<file path="src/rtl/tx_stat_pkg.sv">
package tx_stat_pkg;
  localparam int STAT_W = 8;

  typedef struct packed {
    logic       done;
    logic       req;
    logic       jabber;
    logic       underrun;
    logic       maxcoll;
    logic       ovf;
    logic [1:0] rsvd;
  } stat_byte_t;

  localparam stat_byte_t STAT_EMPTY = '0;
endpackage

</file>
<file path="src/rtl/tx_stat_fmt.sv">
module tx_stat_fmt
  import tx_stat_pkg::*;
(
  input  logic       valid_i,
  input  logic       req_i,
  input  logic       jabber_i,
  input  logic       underrun_i,
  input  logic       maxcoll_i,
  output logic       push_o,
  output logic       fault_o,
  output stat_byte_t entry_o
);
  logic any_err;

  assign any_err = jabber_i | underrun_i | maxcoll_i;
  // success entries only when requested; errors always recorded
  assign push_o  = valid_i & (any_err | req_i);
  assign fault_o = valid_i & (jabber_i | underrun_i);

  always_comb begin
    entry_o          = STAT_EMPTY;
    entry_o.done     = 1'b1;
    entry_o.req      = req_i;
    entry_o.jabber   = jabber_i;
    entry_o.underrun = underrun_i;
    entry_o.maxcoll  = maxcoll_i;
  end
endmodule

</file>
<file path="src/rtl/tx_stat_store.sv">
module tx_stat_store
  import tx_stat_pkg::*;
#(
  parameter int DEPTH = 4
) (
  input  logic       clk_i,
  input  logic       rst_ni,
  input  logic       flush_i,
  input  logic       push_i,
  input  stat_byte_t entry_i,
  input  logic       pop_i,
  output stat_byte_t top_o,
  output logic       nonempty_o
);
  localparam int PW = (DEPTH > 1) ? $clog2(DEPTH) : 1;
  localparam int CW = $clog2(DEPTH + 1);
  localparam logic [PW-1:0] LAST = PW'(DEPTH - 1);
  localparam logic [CW-1:0] FULL = CW'(DEPTH);

  stat_byte_t    mem_q [DEPTH];
  logic [PW-1:0] rd_q, wr_q;
  logic [CW-1:0] cnt_q;
  logic          full, empty, do_pop, do_push, drop;

  function automatic logic [PW-1:0] nxt(input logic [PW-1:0] p);
    return (p == LAST) ? '0 : p + 1'b1;
  endfunction

  assign empty   = (cnt_q == '0);
  assign full    = (cnt_q == FULL);
  assign do_pop  = pop_i & ~empty;
  assign do_push = push_i & (~full | do_pop);
  assign drop    = push_i & full & ~do_pop;

  always_ff @(posedge clk_i or negedge rst_ni) begin
    if (!rst_ni) begin
      for (int i = 0; i < DEPTH; i++) mem_q[i] <= STAT_EMPTY;
      rd_q  <= '0;
      wr_q  <= '0;
      cnt_q <= '0;
    end else if (flush_i) begin
      rd_q  <= '0;
      wr_q  <= '0;
      cnt_q <= '0;
    end else begin
      if (do_push) begin
        mem_q[wr_q] <= entry_i;
        wr_q        <= nxt(wr_q);
      end
      if (drop) mem_q[rd_q].ovf <= 1'b1;
      if (do_pop) rd_q <= nxt(rd_q);
      if (do_push && !do_pop)      cnt_q <= cnt_q + 1'b1;
      else if (do_pop && !do_push) cnt_q <= cnt_q - 1'b1;
    end
  end

  assign top_o      = empty ? STAT_EMPTY : mem_q[rd_q];
  assign nonempty_o = ~empty;
endmodule

</file>
<file path="src/rtl/tx_stat_ctrl.sv">
module tx_stat_ctrl (
  input  logic clk_i,
  input  logic rst_ni,
  input  logic tx_reset_i,
  input  logic tx_enable_i,
  input  logic fault_i,
  input  logic data_wr_i,
  input  logic data_full_i,
  output logic tx_en_o,
  output logic tx_ovr_o,
  output logic fail_o
);
  logic en_q, lock_q, ovr_q, fail_q, ovr_evt;

  assign ovr_evt = data_wr_i & data_full_i;

  always_ff @(posedge clk_i or negedge rst_ni) begin
    if (!rst_ni) begin
      en_q   <= 1'b0;
      lock_q <= 1'b0;
      ovr_q  <= 1'b0;
      fail_q <= 1'b0;
    end else if (tx_reset_i) begin
      en_q   <= 1'b0;
      lock_q <= 1'b0;
      ovr_q  <= 1'b0;
      fail_q <= 1'b0;
    end else begin
      fail_q <= ovr_evt & ~ovr_q;
      if (ovr_evt) ovr_q <= 1'b1;
      if (fault_i || ovr_evt) begin
        en_q   <= 1'b0;
        lock_q <= 1'b1;
      end else if (tx_enable_i && !lock_q) begin
        en_q <= 1'b1;
      end
    end
  end

  assign tx_en_o  = en_q;
  assign tx_ovr_o = ovr_q;
  assign fail_o   = fail_q;
endmodule

</file>
<file path="src/rtl/tx_stat_stack.sv">
module tx_stat_stack
  import tx_stat_pkg::*;
#(
  parameter int DEPTH = 4
) (
  input  logic              clk_i,
  input  logic              rst_ni,
  input  logic              cpl_valid_i,
  input  logic              cpl_req_i,
  input  logic              cpl_jabber_i,
  input  logic              cpl_underrun_i,
  input  logic              cpl_maxcoll_i,
  input  logic              pop_i,
  input  logic              tx_reset_i,
  input  logic              tx_enable_i,
  input  logic              data_wr_i,
  input  logic              data_full_i,
  output logic [STAT_W-1:0] stat_o,
  output logic              tx_cpl_o,
  output logic              tx_en_o,
  output logic              tx_ovr_o,
  output logic              adapter_fail_o
);
  logic       push, fault;
  stat_byte_t entry, top;

  tx_stat_fmt u_fmt (
    .valid_i   (cpl_valid_i),
    .req_i     (cpl_req_i),
    .jabber_i  (cpl_jabber_i),
    .underrun_i(cpl_underrun_i),
    .maxcoll_i (cpl_maxcoll_i),
    .push_o    (push),
    .fault_o   (fault),
    .entry_o   (entry)
  );

  tx_stat_store #(.DEPTH(DEPTH)) u_store (
    .clk_i     (clk_i),
    .rst_ni    (rst_ni),
    .flush_i   (tx_reset_i),
    .push_i    (push),
    .entry_i   (entry),
    .pop_i     (pop_i),
    .top_o     (top),
    .nonempty_o(tx_cpl_o)
  );

  tx_stat_ctrl u_ctrl (
    .clk_i      (clk_i),
    .rst_ni     (rst_ni),
    .tx_reset_i (tx_reset_i),
    .tx_enable_i(tx_enable_i),
    .fault_i    (fault),
    .data_wr_i  (data_wr_i),
    .data_full_i(data_full_i),
    .tx_en_o    (tx_en_o),
    .tx_ovr_o   (tx_ovr_o),
    .fail_o     (adapter_fail_o)
  );

  assign stat_o = top;
endmodule

</file>
<file path="config.mk">
export PLATFORM = sky130hd
export DESIGN_NAME = tx_stat_stack
export DESIGN_NICKNAME = d
export VERILOG_FILES = /design/src/rtl/tx_stat_pkg.sv /design/src/rtl/tx_stat_fmt.sv /design/src/rtl/tx_stat_store.sv /design/src/rtl/tx_stat_ctrl.sv /design/src/rtl/tx_stat_stack.sv
export SDC_FILE = /design/constraint.sdc
export NUM_CORES = 1
export LEC_CHECK = 0
export CAP_MARGIN = 30
export CORE_MARGIN = 2
export CORE_UTILIZATION = 31
export CTS_CLUSTER_DIAMETER = 80
export CTS_CLUSTER_SIZE = 12
export DETAILED_ROUTE_END_ITERATION = 12
export HOLD_SLACK_MARGIN = 0.15
export PLACE_DENSITY = 0.61
export SYNTH_ARGS = -nofsm -noshare
export SYNTH_HDL_FRONTEND = slang
export SYNTH_HIERARCHICAL = 1
export SYNTH_SLANG_ARGS = --single-unit
</file>
<file path="constraint.sdc">
create_clock -name clk_i -period 2.55 [get_ports clk_i]
set_input_delay 0.255 -clock clk_i [delete_from_list [all_inputs] [get_ports clk_i]]
set_output_delay 0.255 -clock clk_i [all_outputs]
set_load 0.05 [all_outputs]
</file>
# Word level (Yosys, flattened, before mapping)
# Cells that the tools add are included.
[word_totals]
ff_bits = 43
output_inout_bits = 12
[classes]
n_addsub = 4
order_cmp = 4
eq_ne = 3
muxes = 30
n_bitwise = 18
n_reduce_logical = 16
[ops]
columns = ["cell", "n"]
rows = [
  ["$mux 32", 3],
  ["$bwmux 32", 2],
  ["$demux 8 s2", 2],
  ["$mux 8", 4],
  ["$bmux 8 s2", 1],
  ["$mux 2", 6],
  ["$mux 3", 4],
  ["$and 1x1->1", 8],
  ["$mux 1", 8],
  ["$reduce_bool 2->1", 4],
  ["$ge 3x3->1 const B", 2],
  ["$lt 3x1->1 const B", 2],
  ["$not 2->3", 2],
  ["$reduce_bool 3->1", 2],
  ["$logic_and 1x1->1", 5],
  ["$add 2x1->2 const B", 2],
  ["$eq 2x2->1 const B", 2],
  ["$not 1->1", 4],
  ["$or 1x1->1", 4],
  ["$add 3x1->3 const B", 1],
  ["$eq 3x3->1 const B", 1],
  ["$logic_not 1->1", 3],
  ["$logic_not 3->1", 1],
  ["$sub 3x1->3 const B", 1],
  ["$logic_or 1x1->1", 1],
]

# Depth between registers and ports, before layout
# Gate-level depths: netlist of run 1.
[depth]
word_depth = 10
ltp_mapped = 8
depth_no_buf = 6

# Modules after synthesis
# Netlist of run 1, hierarchy kept.
[by_module_without_submodules]
columns = ["module", "n_inst", "cells_per_inst", "area_each_um2", "seq_area_each_um2"]
rows = [
  ["tx_stat_store", 1, 161, 2127.0, 975.9],
  ["tx_stat_ctrl", 1, 13, 146.4, 100.1],
  ["tx_stat_fmt", 1, 12, 86.3, 0.0],
]

# Least setup slack after synthesis of run 1
# No wires, ideal clock.
[synth_path]
path_kind = "register -> register"
startpoint = "register u_store.cnt_q[0]"
endpoint = "register u_store.cnt_q[1]"
arrival_ns = 2.366
required_ns = 2.446
setup_slack_ns = 0.080
path_stages_with_launch = 8
cell_sequence = "dfrtp_1 buf_6 or4b_4 buf_6 and3_1 fa_1 a2111o_1 a221oi_1"
[synth_via]
elab_chain_len = 8
word_cells_on_any_way = 17
cone_classes = "2 x add/sub; 1 x eq/ne; 3 x mux; 5 x bitwise; 6 x reduce/logical"
[synth_rtl]
columns = ["item", "line", "rtl"]
rows = [
  ["from (decl)", "tx_stat_store.sv:22", "logic [CW-1:0] cnt_q;"],
  ["from (signal assigned)", "tx_stat_store.sv:52", "if (do_push && !do_pop) cnt_q <= cnt_q + 1'b1;"],
  ["from (signal assigned)", "tx_stat_store.sv:53", "else if (do_pop && !do_push) cnt_q <= cnt_q - 1'b1;"],
  ["$logic_not 3->1", "tx_stat_store.sv:29", "assign empty = (cnt_q == '0);"],
  ["$not 1->1", "tx_stat_store.sv:31", "assign do_pop = pop_i & ~empty;"],
  ["$and 1x1->1", "tx_stat_store.sv:31", ""],
  ["$or 1x1->1", "tx_stat_store.sv:32", "assign do_push = push_i & (~full | do_pop);"],
  ["$and 1x1->1", "tx_stat_store.sv:32", ""],
  ["$logic_and 1x1->1 / $logic_not 1->1 (equally long branches)", "tx_stat_store.sv:52, tx_stat_store.sv:53", ""],
  ["$mux 3 / $logic_and 1x1->1 (equally long branches)", "tx_stat_store.sv:52, tx_stat_store.sv:53", ""],
  ["$mux 3 / $reduce_bool 3->1 (equally long branches)", "n/a", ""],
]
# Several ways; a longest one is shown, not always the timed one. The select of a mux whose other input is x is not followed.
# A chain may end at the register's enable or synchronous reset.

# Worst setup path after layout of run 1
[layout_path]
startpoint = "input port pop_i"
endpoint = "register u_store.cnt_q[1]"
[layout_via]
elab_chain_len = 6
word_cells_on_any_way = 10
cone_classes = "2 x mux; 3 x bitwise; 5 x reduce/logical"
[layout_rtl]
columns = ["item", "line", "rtl"]
rows = [
  ["from (decl)", "tx_stat_stack.sv:13", "input logic pop_i,"],
  ["$and 1x1->1 *", "tx_stat_store.sv:31", ""],
  ["$or 1x1->1", "tx_stat_store.sv:32", ""],
  ["$and 1x1->1", "tx_stat_store.sv:32", ""],
  ["$logic_and 1x1->1 / $logic_not 1->1 (equally long branches)", "tx_stat_store.sv:52, tx_stat_store.sv:53", ""],
  ["$mux 3 / $logic_and 1x1->1 (equally long branches)", "tx_stat_store.sv:52, tx_stat_store.sv:53", ""],
  ["$mux 3 / $reduce_bool 3->1 (equally long branches)", "n/a", ""],
]
# Mark *: on every way between the ends. The rest lies on a longest branch, timed or not.

==> reports/metrics.csv, run 1 <==
metric,value,unit
Peak Freq,0.426,GHz
largest net degree at the start of global routing,34,
initial core utilization,32.2,%
Die Y-Extent,91.2,um
Syn. warnings,6,
skew final,0.00756,ns
FF-to-FF path depth,5,
P_leak,1.23,nW
WS Path Type,in -> reg,
share of layout cells above drive strength 1,33.3,%
num ports,24,
R2R Path Start,u_store/cnt_q[0],
GPL Wtd Cong,0.729,
max_slew headroom,33.7,%
post-CTS setup buffers,0,
Max IR drop VDD,559,uV
ys flop type,dfrtp_1,
total track usage,12.0,%
most frequent cells in the layout,"dfrtp_1 (43), mux2_2 (27), buf_4 (22), clkdlybuf4s50_1 (13), nor2b_1 (11)",
R2R setup slack,0.20,ns
most common library cell in the layout ignoring fill and taps,dfrtp_1,
max_cap viols,0,
fin cells,315,
Die X,91.2,um
Tcrit/Tclk final,92.1,%
Int Pwr,1.64,mW
Cells after DPL,306,
ys async rst share,100,%
max-slew violation total from the final report,0,
Post-DP HPWL,3330,um
synthesized area,2360,sq um
final setup violation count,0,
critical-path maximum fanout,2,
Max Root-Sink Buffers,2,
initial drt markers,85,
DRC Markers,0,
Hold Path Class,in -> async,
Logic pwr share,45.1,%
Fill cells,708,
number of synthesized register bits,43,
"antenna viol nets, final",0,
GR Overflow Total,0,
WP data required,2.73,ns
status,finished clean,
initial antenna violation count,0,
number of global-route vias before repair,1550,
nature of the critical path endpoint,flop,
utilization after layout,38.0,%
Die Area,8330,sq um
Final Power,2.65,mW
Row Count,31,
Clock Sink Count,43,
post-route cell area,2790,sq um
Core Region,7330,sq um
PortBufs,23,
clock period minus worst slack,2.35,ns
Layout Nets,236,
Worst-path clk slew,0.08,ns
worst endpoint data arrival time,2.53,ns
"Distinct cells, synth",39,
number of vias per cell,4.69,
Pwr Density,950,nW/um^2
Post-synth EDFFs,0,
P&R area growth vs syn,18.0,%
Final Hold Vio Count,0,
first-pass GRT wire length,7930,um
Worst-Skew Late Latency,0.29,ns
Post-Syn Area per Cell,12.7,sq um
final wirelength,4640,um
via count,1478,
setup total negative slack,0,ns
post-synthesis sequential area ratio,45.6,%
slack of the critical path,0.201,ns
pre-CTS WS,-0.0914,ns
Reg power frac,39.1,%
DR pass1 iterations,4,
worst r2r dst,u_store/cnt_q[1],
root buffer cell,clkbuf_8,
nature of the critical path startpoint,input port,
per-cell routed wire length,14.7,um
TritonCTS clock tree,done,
Inserted Clock Buffers,5,
switch share,38.0,%
RSZ-0062 raised after global routing,false,
Fin Hold WS,0.400,ns
Mapped Cells,186,
Clock Power Share,15.8,%
placed cell areas,2690,sq um
Worst Tran Pin Value,0.993,ns
Max H-tree Level,2,
Switching Power,1.01,mW
# diodes,0,
final cells by class:
class / instances / area [sq um] / share of cell area, %
Clock buffer: 6 / 72.6 / 2.61
Clock inverter: 2 / 12.5 / 0.449
Inverter: 9 / 33.8 / 1.21
Multi-Input combinational cell: 118 / 1140 / 40.8
Sequential cell: 43 / 1080 / 38.6
Tap cell: 99 / 124 / 4.45
Timing Repair Buffer: 38 / 330 / 11.9
worst max-delay path, cell delays in order:
cell,delay [ns]
clkdlybuf4s50_1,0.43
or4b_4,0.54
and3_1,0.19
fa_1,0.46
a2111o_1,0.35
a221oi_1,0.31
cell families after synthesis:
| family | count (synthesis) | share of synthesized area (%) |
|---|---|---|
| AND/OR/NAND/NOR | 36 | 10.9 |
| AO/OA/AOI/OAI | 25 | 7.26 |
| adder cells (fa/ha/maj) | 9 | 5.09 |
| buffers and inverters | 27 | 6.57 |
| flip-flops | 43 | 45.6 |
| XOR/XNOR | 2 | 0.742 |
| multiplexers | 42 | 23.5 |
| other | 2 | 0.318 |
synthesized netlist by cell type (all sizes together), types with 3 or more instances:
cell type,count,share of area [%]
nand3,5,3.2
buf,15,4.7
a21oi,5,1.1
mux2i,6,2.5
ha,8,4.2
o21ai,4,0.85
nor2b,11,2.9
mux4,8,7.6
nand2,4,0.64
inv,9,1.4
nor2,6,0.95
dfrtp,43,46
clkbuf,3,0.48
a31oi,6,1.6
mux2,28,13
how the worst max path moves through the flow:
stage	from	end	slack [ns]	cells after the start
after global routing	u_store/rd_q[0]	stat_o[6]	0.13	3
after floorplan	u_store/cnt_q[0]	u_store/cnt_q[1]	0.08	7
final	pop_i	u_store/cnt_q[1]	0.20	6
after CTS	u_store/cnt_q[0]	u_store/cnt_q[1]	0.20	5
after global placement	pop_i	u_store/cnt_q[1]	-0.07	6
after detailed placement	pop_i	u_store/cnt_q[1]	-0.09	6
routing by layer:
metal	vias up	wire [um]	global-route usage, %
li1	712	-	-
met1	743	2290	16.8
met2	18	2170	18.8
met3	5	132	2.57
met4	0	52	3.41
met5	-	0	0
timing repair:
action | CTS | global route
hold buffers | 1 | 0
setup endpoints to repair | 0 | 0
resized for setup | 0 | 0
hold endpoints to repair | 10 | 0
power groups by stage:
stage / Clock [mW] / Combinational (mW) / Sequential [mW]
2_1_floorplan: 0 / 0.928 / 0.983
3_3_place_gp: 0 / 1.20 / 1.04
3_5_place_dp: 0 / 1.21 / 1.05
4_1_cts: 0.442 / 1.21 / 1.04
5_1_grt: 0.463 / 1.29 / 1.07
6_report: 0.418 / 1.19 / 1.03
(Power assumes the default switching activity.)
==> run 2: changes to the inputs <==
--- a/config.mk
+++ b/config.mk
@@ -9,10 +9,11 @@
 export CORE_MARGIN = 2
 export CORE_UTILIZATION = 31
 export CTS_CLUSTER_DIAMETER = 80
-export CTS_CLUSTER_SIZE = 12
+export CTS_CLUSTER_SIZE = 14
 export DETAILED_ROUTE_END_ITERATION = 12
+export DONT_BUFFER_PORTS = 1
 export HOLD_SLACK_MARGIN = 0.15
-export PLACE_DENSITY = 0.61
+export PLACE_DENSITY = 0.57
 export SYNTH_ARGS = -nofsm -noshare
 export SYNTH_HDL_FRONTEND = slang
 export SYNTH_HIERARCHICAL = 1
==> run 2 against run 1 <==
  * Clock power down 4%
  * Flip-flop and latch count unchanged
  * Routed wire length fell by 0.78%
  * Total power shrank 1.4%
  * Utilization decreased by 1.3 points
  * Design area shrank 3.4%
  * Non-clock buffer count fell by 11
  * Via count is 3.5% lower
  * Die area stayed put
  * Largest power group unchanged
==> reports/metrics.csv, run 2 (synthesized netlist as in run 1, its figures left out) <==
metric,value,unit
skew final,0.00517,ns
post-CTS setup buffers,0,
status,finished clean,
nature of the critical path endpoint,flop,
multi-input logic area,1140,sq um
P&R area growth vs syn,14.1,%
initial antenna violation count,0,
worst endpoint data arrival time,2.51,ns
WP data required,2.74,ns
setup total negative slack,0,ns
max-slew violation total from the final report,0,
largest net degree at the start of global routing,44,
most frequent cells in the layout,"dfrtp_1 (43), mux2_2 (27), buf_4 (17), nor2b_1 (11)",
hold_sp,pop_i,
critical-path maximum fanout,2,
clock period minus worst slack,2.32,ns
DR pass1 iterations,4,
Die Area,8330,sq um
R2R Path Start,u_store/cnt_q[0],
Core Region,7330,sq um
Worst-path clk slew,0.08,ns
initial core utilization,32.2,%
GPL Wtd Cong,0.760,
num ports,24,
per-cell routed wire length,15.2,um
Reg area,1080,sq um
Hold Path Class,in -> reg,
Die X,91.2,um
Final Hold Vio Count,0,
Pwr Density,969,nW/um^2
Fill cells,718,
via count,1427,
# diodes,0,
max_slew headroom,35.8,%
Worst Tran Pin Value,0.961,ns
Top Family by Delay on Critical Path,simple AND/OR/NAND/NOR gates,
Peak Freq,0.432,GHz
Die Y-Extent,91.2,um
CP max stage delay,0.54,ns
RSZ-0062 raised after global routing,false,
final wirelength,4600,um
Worst-Skew Late Latency,0.29,ns
total track usage,12.2,%
nature of the critical path startpoint,flop,
post-cts repair resize count,0,
final setup violation count,0,
TritonCTS clock tree,done,
Layout Nets,225,
DRC Markers,0,
PortBufs,0,
first-pass GRT wire length,7870,um
Max Root-Sink Buffers,2,
Max H-tree Level,2,
WS Path Type,reg -> reg,
Critical Path Source,u_store/cnt_q[0],
most common library cell in the layout ignoring fill and taps,dfrtp_1,
Tcrit/Tclk final,90.8,%
buffers and inverters on the worst path,0,
number of vias per cell,4.73,
Final Power,2.61,mW
Fin Hold WS,0.201,ns
max_cap viols,0,
Row Count,31,
Inserted Clock Buffers,5,
"Cell Chain, Critical Path",or4b_4 -> and3_1 -> fa_1 -> a2111o_1 -> a221oi_1,
share of layout cells above drive strength 1,32.0,%
P_leak,1.19,nW
number of global-route vias before repair,1487,
root buffer cell,clkbuf_8,
"antenna viol nets, final",0,
GR Overflow Total,0,
slowest cell on the critical path,or4b_4,
initial drt markers,80,
Post-DP HPWL,3080,um
Max IR drop VDD,340,uV
Clock Sink Count,43,
run 2: cell types whose count changed in the layout (fill, tap and decap cells not counted):
cell             delta
dlygate4sd3_1       +8
buf_12              -1
buf_16              +1
clkdlybuf4s50_1    -13
buf_4               -5
buf_2               -1
clkbuf_1            -1
clkinv_2            -1
run 2: worst paths after layout:
| kind | end | slack (ns) | cells after the start |
|---|---|---|---|
| worst max-delay path | u_store/cnt_q[1] | 0.23 | 5 |
| worst min-delay path | u_store/cnt_q[0] | 0.20 | 3 |
| worst max register to register | u_store/cnt_q[1] | 0.23 | 5 |
| worst min register to register | flop | 0.50 | 1 |
| max in group asynchronous | asynchronous set/reset pin | 1.90 | 2 |
| min in group asynchronous | asynchronous set/reset pin | 0.45 | 2 |
run 2: repair_timing:
item | in CTS | in global routing
endpoints found under the hold margin | 70 | 0
hold buffers | 10 | 0
endpoints found under the setup margin | 0 | 0
run 2: area by class of cell:
cell class	instances	area share, %
Sequential cell	43	40.0
Timing Repair Buffer	27	9.11
Clock buffer	5	2.56
Clock inverter	1	0.279
Inverter	9	1.26
Tap cell	99	4.60
Multi-Input combinational cell	118	42.2
run 2: per-layer routing:
layer	track usage (%)	share of wire, %	up-vias	routed length (um)
met5	0	0	-	0
met4	4.17	1.5	0	68
met3	2.41	3.9	5	178
met2	20.4	50	24	2320
met1	15.8	44	708	2030
li1	-	-	690	-
run 2: worst min-delay path: cells and delay by family:
family	cells	cell delay [ns]
AOI/OAI and AO/OA	1	0.10
and+or+nand+nor	1	0.06
muxes	1	0.04
run 2: power by group:
group / internal, mW / switching (mW) / total [mW] / leakage, nW
clock: 0.182 / 0.219 / 0.401 / 0.0361
sequential: 0.892 / 0.146 / 1.04 / 0.550
combinational: 0.544 / 0.625 / 1.17 / 0.602
total: 1.62 / 0.991 / 2.61 / 1.19
run 2: metrics by stage:
stage / area, sq um / utilization [%] / worst slack (ns) / instances
2_1_floorplan: 2370 / - / 0.0799 / 188
3_3_place_gp: 2500 / 34.1 / 0.312 / 286
3_5_place_dp: 2500 / 34.1 / 0.279 / 286
4_1_cts: 2690 / 36.7 / 0.238 / 302
5_1_grt: 2690 / 36.7 / 0.142 / 302
6_report: 2690 / 36.7 / 0.235 / 302
